## src/rtl/cmdq_pkg.sv

```systemverilog
// Package: shared helpers for the command tracking queue.
// Assumes: DEPTH values handed to these helpers are positive.
package cmdq_pkg;

    // True when n is a non-zero power of two.
    function automatic bit is_pow2(input int n);
        return (n > 0) && ((n & (n - 1)) == 0);
    endfunction

    // Pointer width for a given depth (at least one bit).
    function automatic int ptr_bits(input int n);
        return (n > 2) ? $clog2(n) : 1;
    endfunction

endpackage

```

## src/rtl/cmdq_ptr.sv

```systemverilog
// Module: cmdq_ptr
// A wrapping position counter. It advances by one on an accepted strobe and
// wraps by natural overflow of its AW bits.
// Assumes: the depth served is exactly 2**AW entries.
module cmdq_ptr #(
    parameter int AW = 3
) (
    input  logic          clk,
    input  logic          rst_n,
    input  logic          adv,
    output logic [AW-1:0] ptr,
    output logic [AW-1:0] ptr_nxt
);

    // Next position: plain increment, rolls over from all-ones to zero.
    always_comb begin
        ptr_nxt = ptr + AW'(1);
    end

    // Position register with synchronous active-low clear.
    always_ff @(posedge clk) begin
        if (!rst_n) begin
            ptr <= '0;
        end else if (adv) begin
            ptr <= ptr_nxt;
        end
    end

endmodule

```

## src/rtl/cmdq_store.sv

```systemverilog
// Module: cmdq_store
// A register array with one write port and one combinational read port.
// Assumes: the write address and the read address are in range; data
// content is not cleared by reset because flags qualify it.
module cmdq_store #(
    parameter int DEPTH = 8,
    parameter int WIDTH = 16,
    parameter int AW    = 3
) (
    input  logic             clk,
    input  logic             we,
    input  logic [AW-1:0]    waddr,
    input  logic [WIDTH-1:0] wdata,
    input  logic [AW-1:0]    raddr,
    output logic [WIDTH-1:0] rdata
);

    logic [WIDTH-1:0] slot [DEPTH];

    // One register per slot, loaded when its address is written.
    for (genvar g = 0; g < DEPTH; g++) begin : g_slot
        always_ff @(posedge clk) begin
            if (we && (waddr == AW'(g))) begin
                slot[g] <= wdata;
            end
        end
    end

    // Fall-through read of the addressed slot.
    always_comb begin
        rdata = slot[raddr];
    end

endmodule

```

## src/rtl/cmdq_status.sv

```systemverilog
// Module: cmdq_status
// Derives the occupancy flags from the two pointers and decides which
// strobes are accepted.
// Assumes: one slot is always left unused, so equal pointers mean empty.
module cmdq_status #(
    parameter int AW = 3
) (
    input  logic          wr_en,
    input  logic          rd_en,
    input  logic [AW-1:0] wr_ptr,
    input  logic [AW-1:0] wr_ptr_nxt,
    input  logic [AW-1:0] rd_ptr,
    output logic          empty,
    output logic          full,
    output logic          wr_acc,
    output logic          rd_acc
);

    // Flags: empty when the pointers meet, full when the writer is one behind.
    always_comb begin
        empty = (wr_ptr == rd_ptr);
        full  = (wr_ptr_nxt == rd_ptr);
    end

    // Acceptance: a strobe is dropped when its side is blocked.
    always_comb begin
        wr_acc = wr_en && !full;
        rd_acc = rd_en && !empty;
    end

endmodule

```

## src/rtl/cmdq_tracker.sv

```systemverilog
// Module: cmdq_tracker (top)
// A queue of in-flight commands with a fall-through head. It holds up to
// DEPTH-1 records and releases them in issue order.
// Assumes: DEPTH is a power of two of at least 2; a single clock domain.
module cmdq_tracker #(
    parameter int DEPTH = 16,
    parameter int WIDTH = 16
) (
    input  logic             clk,
    input  logic             rst_n,
    input  logic             wr_en,
    input  logic [WIDTH-1:0] cmd_in,
    output logic             full,
    output logic [WIDTH-1:0] cmd_out,
    input  logic             rd_en,
    output logic             empty
);

    localparam int AW = cmdq_pkg::ptr_bits(DEPTH);

    logic [AW-1:0] wr_ptr;
    logic [AW-1:0] wr_ptr_nxt;
    logic [AW-1:0] rd_ptr;
    logic [AW-1:0] rd_ptr_nxt;
    logic          wr_acc;
    logic          rd_acc;

    cmdq_status #(.AW(AW)) u_status (
        .wr_en      (wr_en),
        .rd_en      (rd_en),
        .wr_ptr     (wr_ptr),
        .wr_ptr_nxt (wr_ptr_nxt),
        .rd_ptr     (rd_ptr),
        .empty      (empty),
        .full       (full),
        .wr_acc     (wr_acc),
        .rd_acc     (rd_acc)
    );

    cmdq_ptr #(.AW(AW)) u_wr_ptr (
        .clk     (clk),
        .rst_n   (rst_n),
        .adv     (wr_acc),
        .ptr     (wr_ptr),
        .ptr_nxt (wr_ptr_nxt)
    );

    cmdq_ptr #(.AW(AW)) u_rd_ptr (
        .clk     (clk),
        .rst_n   (rst_n),
        .adv     (rd_acc),
        .ptr     (rd_ptr),
        .ptr_nxt (rd_ptr_nxt)
    );

    cmdq_store #(.DEPTH(DEPTH), .WIDTH(WIDTH), .AW(AW)) u_store (
        .clk   (clk),
        .we    (wr_acc),
        .waddr (wr_ptr),
        .wdata (cmd_in),
        .raddr (rd_ptr),
        .rdata (cmd_out)
    );

endmodule

```

## config.mk

```make
export PLATFORM = sky130hd
export DESIGN_NAME = cmdq_tracker
export DESIGN_NICKNAME = d
export VERILOG_FILES = /design/src/rtl/cmdq_pkg.sv /design/src/rtl/cmdq_ptr.sv /design/src/rtl/cmdq_store.sv /design/src/rtl/cmdq_status.sv /design/src/rtl/cmdq_tracker.sv
export SDC_FILE = /design/constraint.sdc
export NUM_CORES = 1
export LEC_CHECK = 0
export BUFFER_PORTS_ARGS = -buffer_cell sky130_fd_sc_hd__buf_2
export CORE_UTILIZATION = 61
export DETAILED_ROUTE_END_ITERATION = 10
export GPL_ROUTABILITY_DRIVEN = 0
export HOLD_SLACK_MARGIN = 0.15
export PLACE_DENSITY = 0.79
export SLEW_MARGIN = 25
export SYNTH_ARGS = -nofsm -noshare
export SYNTH_HDL_FRONTEND = slang
export SYNTH_SLANG_ARGS = --single-unit
```

## constraint.sdc

```tcl
create_clock -name clk -period 5.95 [get_ports clk]
set_input_delay 0.595 -clock clk [delete_from_list [all_inputs] [get_ports clk]]
set_output_delay 0.595 -clock clk [all_outputs]
set_load 0.02 [all_outputs]
```

==> results.toml, run 1 <==
[grt]
grt_pass1_wl_mm = 31.5
grt_usage_pct = 24.7
overflow = 0
grt_max_degree = 65
grt_pass1_vias = 5081
antenna_found_initial = 0

[logic_synthesis]
synth_edf_count = 256
yosysWarnings = 0
syn_nets = 483
ys_ff_latch = 268
netlist.area_leader.share_pct = 72.0
synth-simple-area-share_pct = 2.46
synth_flop_cell = "edfxtp_1"
ys_seq_area_share_pct = 74.2
synthArstFlopShare_pct = 0
netlist_instances = 458
synthAdderAreaFrac_pct = 0.586
ys_types = 44
synthMuxAreaShare_pct = 18.6
synth_top_cell_by_area = "edfxtp_1"
synth_compound_area_share_pct = 1.32
synth_top_family_by_area = "multiplexers"
yosys-top-cells-area = "edfxtp_1 (72%), mux4_1 (12%), mux4_2 (6.7%)"
avgSynthCellArea_um2 = 23.3
syn-cell-area_um2 = 10700
synth-xor-area-share_pct = 1.08

[sta]
slew_viol_final = 0
fin_skew_ns = 0.0144
rsz0062_at_grt = "no"
tns_ns = 0
fin_crit_sh_pct = 63.8
setup_viol = 0
max_slew.worst_pin.slew_ns = 1.00
max_freq_mhz = 264
relSlewSlack_pct = 32.9
period_needed_ns = 3.79
hold_viol_final = 0

[layout]
drive_above_1_share_pct = 26.4
nets = 540
areaGrowthSynthToFinish_pct = 12.3
final_core_util_pct = 69.8
fill_cells = 1020
antennaDiodeCount = 0

[detailed_routing]
dr_total_vias = 4988
drt.antenna.violating_nets = 0
routed_wl_mm = 21.4
wl_per_cell_um = 28.1
avgViaCountPerCell = 6.56
drt_drc_violations_left = 0
drtPass1Iterations = 6
drt-initial-drc-count = 505

[worst_setup_path]
path_buf_inv = 2
setup.worst_path.class = "reg2out"
cp-start-kind = "flip-flop"
cp_slowest_stage_delay_ns = 0.83
crit_chain = "buf_4 > mux4_1 > mux4_2 > buf_2"
r2r-end = "u_store.slot[13][6]$_DFFE_PP_"
cp-end-kind = "output port"
path_delay_family = "multiplexers"
r2r_cells = 5
cp_max_fo = 44
cpMaxStageDelayCell = "dfxtp_4"
r2r-start = "u_wr_ptr.ptr[2]$_SDFFE_PN0P_"
arrival_ns = 3.20
critPathRequiredTime_ns = 5.36
rrSetupSlack_ns = 2.84

[floorplanning]
die_w_um = 134
start_util_pct = 62.2
core_area_um2 = 17200
fp-row-count = 48
die-area_um2 = 18000
die_height_um = 134
num_io_pins = 38

[clock_network]
clkTransAtPathRegs_ns = 0.06
cts_tree = "built"
cts_setup_buffers = 0
clockRootBuffer = "clkbuf_16"
cts-resized-gates = 0
clock_latency_ns = 0.52
cts_inserted_buffers = 26
htreeDepth = 1
cts_sinks = 268
cts_buffer_depth = 3
cts_hold_buf = 0

[status]
status = "finished, final reports clean"

[hold_path]
holdPathEnd = "u_wr_ptr.ptr[3]$_SDFFE_PN0P_"
min-delay-start = "rst_n"
holdPathStages = 2
worstHoldPathType = "in2reg"

[power]
p_leak_nw = 3.84
total_power_mw = 4.63
powerDensity_nw_per_um2 = 386
peakVddDrop_mv = 0.281

[place]
portBuffers = 37
dp_hpwl_mm = 11.7

[flow_run]
maxCapViolCount = 0
-- cells in the final DEF (no fill, tap or decap), types with 7 or more instances in the layout --
| cell | instances |
|---|---|
| dfxtp_1 | 9 |
| nand3_1 | 7 |
| edfxtp_1 | 256 |
| buf_2 | 37 |
| nand2_1 | 7 |
| clkbuf_16 | 27 |
| nor3_2 | 8 |
| mux4_1 | 48 |
| buf_4 | 16 |
| clkbuf_1 | 12 |
| mux4_2 | 32 |
-- routing by layer --
metal  vias to the layer above  global-route usage, %  share of wire [%]
met2                       209                   40.5                 51
li1                       2105                      -                  -
met1                      2631                   34.8                 41
met4                         0                   8.24                2.9
met3                        43                   3.82                5.1
met5                         -                      0                  0
-- layout make-up --
class | instances | area [µm²] | area share [%]
well taps | 225 | 282 | 2.35
inverters | 4 | 15.0 | 0.125
repair buffers | 54 | 320 | 2.67
clock inverters | 8 | 36.3 | 0.302
clock buffers | 40 | 734 | 6.12
flip-flops and latches | 268 | 7940 | 66.2
multi-input cells | 161 | 2670 | 22.3
-- flip-flops by register name (all words and copies together), names as in the netlist, named ones only --
signal / cells
u_store.slot: 256
u_rd_ptr.ptr: 4
u_wr_ptr.ptr: 4
-- metrics by stage --
stage                     cell area, µm²  hold slack, ns  instances  setup WS [ns]
after floorplan                    10700           0.533        458           1.55
after global placement             11200           0.568        711           2.75
after detailed placement           11200           0.591        712           2.73
after CTS                          12000           0.415        760           2.10
after global routing               12000           0.431        760           2.03
final                              12000           0.430        760           2.16
-- logic make-up after synthesis --
| kind of cell | after synthesis |
|---|---|
| buffers and inverters | 29 |
| AOI/OAI and AO/OA | 17 |
| and+or+nand+nor | 49 |
| muxes | 81 |
| DFF | 268 |
| xor gates and xnor gates | 9 |
| adders and majority gates | 5 |
-- how the worst max path moves through the flow --
stage,to,slack (ns),cells past startpoint
after floorplan,u_store.slot[3][0]$_DFFE_PP_,1.55,6
after global placement,cmd_out[0],2.75,4
after detailed placement,cmd_out[0],2.73,4
after CTS,cmd_out[0],2.10,4
after global routing,cmd_out[0],2.03,4
final,cmd_out[0],2.16,4
-- cell usage after synthesis (2+ instances only) --
cell,count
inv_1,4
clkbuf_1,6
and3_1,3
nor3_1,11
a21boi_0,2
mux4_2,32
nand3_1,7
a21oi_1,2
buf_6,5
or3_1,2
dfxtp_1,12
nand2_1,7
nor2_1,3
xor2_1,3
o21ai_0,4
ha_1,5
a211o_1,2
and2_1,4
buf_2,4
edfxtp_1,256
nor4_1,4
xnor2_1,2
nor3b_1,2
buf_1,7
nand2b_1,2
xor2_2,2
mux4_1,48
-- where the power goes --
group | total (mW) | switching (mW) | internal, mW
combinational | 0.828 | 0.446 | 0.382
clock | 1.49 | 0.642 | 0.847
sequential | 2.31 | 0.116 | 2.19
total | 4.63 | 1.20 | 3.42
(Power assumes the default switching activity.)
==> inputs of run 2 (changes only) <==
- ABC_AREA: not set -> 1
- CORE_UTILIZATION: 61 -> 55
- PLACE_DENSITY: 0.79 -> 0.75
- clock period: 5.95 -> 3.4 ns (I/O delays scaled with it)
==> results.toml, run 2 <==
[status]
status = "finished, final reports clean"

[clock_network]
cts_sinks = 268
cts-resized-gates = 0
clkTransAtPathRegs_ns = 0.07
cts_buffer_depth = 3
clockRootBuffer = "clkbuf_16"
cts_inserted_buffers = 27
cts_tree = "built"
clock_latency_ns = 0.54
htreeDepth = 1

[worst_setup_path]
rrSetupSlack_ns = 0.64
setup.worst_path.class = "reg2out"
cp-start-kind = "flip-flop"
cpMaxStageDelayCell = "buf_4"
cp_slowest_stage_delay_ns = 0.39
cp_max_fo = 29
arrival_ns = 2.65
crit_chain = "clkinv_2 > buf_4 > nor2_1 > nor2_1 > o21ai_0 > o211ai_1 > o211ai_1 > nand2_1 > buf_2"
critPathRequiredTime_ns = 3.06
cp-end-kind = "output port"

[sta]
final.setup.worst_slack_ns = 0.407
period_needed_ns = 2.99
max_slew.worst_pin.slew_ns = 0.980
fin_crit_sh_pct = 88.0
hold_viol_final = 0
max_freq_mhz = 334
rsz0062_at_grt = "no"
tns_ns = 0
relSlewSlack_pct = 34.6
slew_viol_final = 0
setup_viol = 0
fin_skew_ns = 0.0244

[floorplanning]
die_height_um = 141
core_area_um2 = 18800
die_w_um = 141
die-area_um2 = 19900
start_util_pct = 56.5
num_io_pins = 38
fp-row-count = 50

[detailed_routing]
dr_total_vias = 6940
drt_drc_violations_left = 0
drt.antenna.violating_nets = 0
avgViaCountPerCell = 6.16
wl_per_cell_um = 22.7
drt-initial-drc-count = 826
routed_wl_mm = 25.5
drtPass1Iterations = 5

[logic_synthesis]
synth_edf_count = 256
synth_flop_cell = "edfxtp_1"
netlist.area_leader.share_pct = 72.2
synthArstFlopShare_pct = 0
synth_top_cell_by_area = "edfxtp_1"
synthTopCellsByCount = "edfxtp_1 (256), nor2_1 (170), o21ai_0 (126)"
yosys-top-cells-area = "edfxtp_1 (72%), nor2_1 (6.0%), o21ai_0 (5.9%)"
ys_types = 26
syn-cell-area_um2 = 10600
ys_seq_area_share_pct = 74.5
avgSynthCellArea_um2 = 13.2
synth_most_common_cell = "edfxtp_1"
syn_nets = 833
netlist_instances = 808
ys_ff_latch = 268
yosysWarnings = 0

[grt]
grt_pass1_vias = 6827
antenna_found_initial = 0
overflow = 0
grt_pass1_wl_mm = 39.5
grt_usage_pct = 26.6
grt_max_degree = 129

[layout]
largest_reg_flops = 256
antennaDiodeCount = 0
mostFrequentLayoutCell = "edfxtp_1"
final_cell_mix = "edfxtp_1 (256), nor2_1 (154), o21ai_0 (126)"
top_regs = "u_store.slot x256, u_rd_ptr.ptr x4, u_wr_ptr.ptr x4"
areaGrowthSynthToFinish_pct = 13.2
nets = 872
regMostFlops = "u_store.slot"
drive_above_1_share_pct = 15.1

[power]
power_switching_mw = 2.92
p_clk_share_pct = 32.8
p_leak_nw = 3.98
pwr-share-comb_pct = 25.1
pwr-share-seq_pct = 42.1
peakVddDrop_mv = 0.457
switching_share_pct = 32.0
total_power_mw = 9.13
powerDensity_nw_per_um2 = 758
p_int_mw = 6.21

[place]
dp_slack_ns = 0.702
dp_hpwl_mm = 15.0
portBuffers = 37

[flow_run]
maxCapViolCount = 0

[hold_path]
worstHoldPathType = "in2reg"
-- run 2: changes by cell type in the layout (fill, tap and decap cells not counted), moves of 31 or more --
cell / change
mux4_1: -48
nor2_1: +153
nand2_1: +31
mux4_2: -32
o221ai_1: +39
o21ai_0: +122
-- run 2: final timing paths --
check	cells past startpoint	startpoint	end
min reg2reg	2	u_rd_ptr.ptr[3]$_SDFFE_PN0P_	u_rd_ptr.ptr[3]$_SDFFE_PN0P_
min	1	cmd_in[2]	u_store.slot[11][2]$_DFFE_PP_
max reg2reg	10	u_wr_ptr.ptr[0]$_SDFFE_PN0P_	u_store.slot[6][12]$_DFFE_PP_
max	9	flip-flop	cmd_out[6]
-- run 2: kinds of logic after synthesis --
| logic type | Yosys count | synth area share, % |
|---|---|---|
| adders and majority gates | 5 | 0.588 |
| and+or+nand+nor | 247 | 9.27 |
| xor gates and xnor gates | 6 | 0.494 |
| buffers and inverters | 71 | 3.15 |
| DFF | 268 | 74.5 |
| AOI/OAI and AO/OA | 211 | 12.0 |
-- run 2: area by class of cell --
cell class,instances,area [µm²]
timing repair buffer,63,400
clock buffer,33,698
sequential,268,7930
tap,260,325
fill,1351,6780
inverter,18,71.3
multi-input combinational,469,2420
clock inverter,15,199
-- run 2: per-stage QoR --
| step | hold WS, ns | std cells | instance area [µm²] | util (%) |
|---|---|---|---|---|
| 6_report | 0.213 | 1126 | 12100 | 64.0 |
| 5_1_grt | 0.215 | 1126 | 12100 | 64.0 |
| 4_1_cts | 0.205 | 1126 | 12100 | 64.0 |
| 3_5_place_dp | 0.552 | 1075 | 11100 | 59.1 |
| 3_3_place_gp | 0.514 | 1075 | 11100 | 59.1 |
| 2_1_floorplan | 0.439 | 808 | 10600 | - |
-- run 2: critical path: cells and delay by family, from the launching register on --
kind,cells,cell delay [ns]
simple gates,3,0.30
compound gates,3,0.48
flops,1,0.36
buf+inv,3,0.95
-- run 2: routing by layer --
| metal | track usage, % | up-vias | routed length [µm] |
|---|---|---|---|
| met5 | 0 | - | 0 |
| met4 | 7.55 | 0 | 481 |
| met3 | 4.38 | 42 | 2440 |
| met2 | 41.8 | 387 | 12200 |
| met1 | 38.8 | 3414 | 10400 |
| li1 | - | 3097 | - |
-- run 2: power groups by stage --
stage	logic [mW]	clock network (mW)	registers, mW
6_report	2.29	3.00	3.84
5_1_grt	2.51	3.15	3.86
2_1_floorplan	1.55	0	3.89
3_5_place_dp	2.28	0	3.91
4_1_cts	2.29	3.02	3.84
3_3_place_gp	2.23	0	3.91
-- run 2: what timing repair did --
action | 4_1_cts | 5_1_grt
endpoints found under the setup margin | 0 | 0
hold endpoints to repair | 11 | 0
setup buffers | 0 | 0
hold buffers | 3 | 0
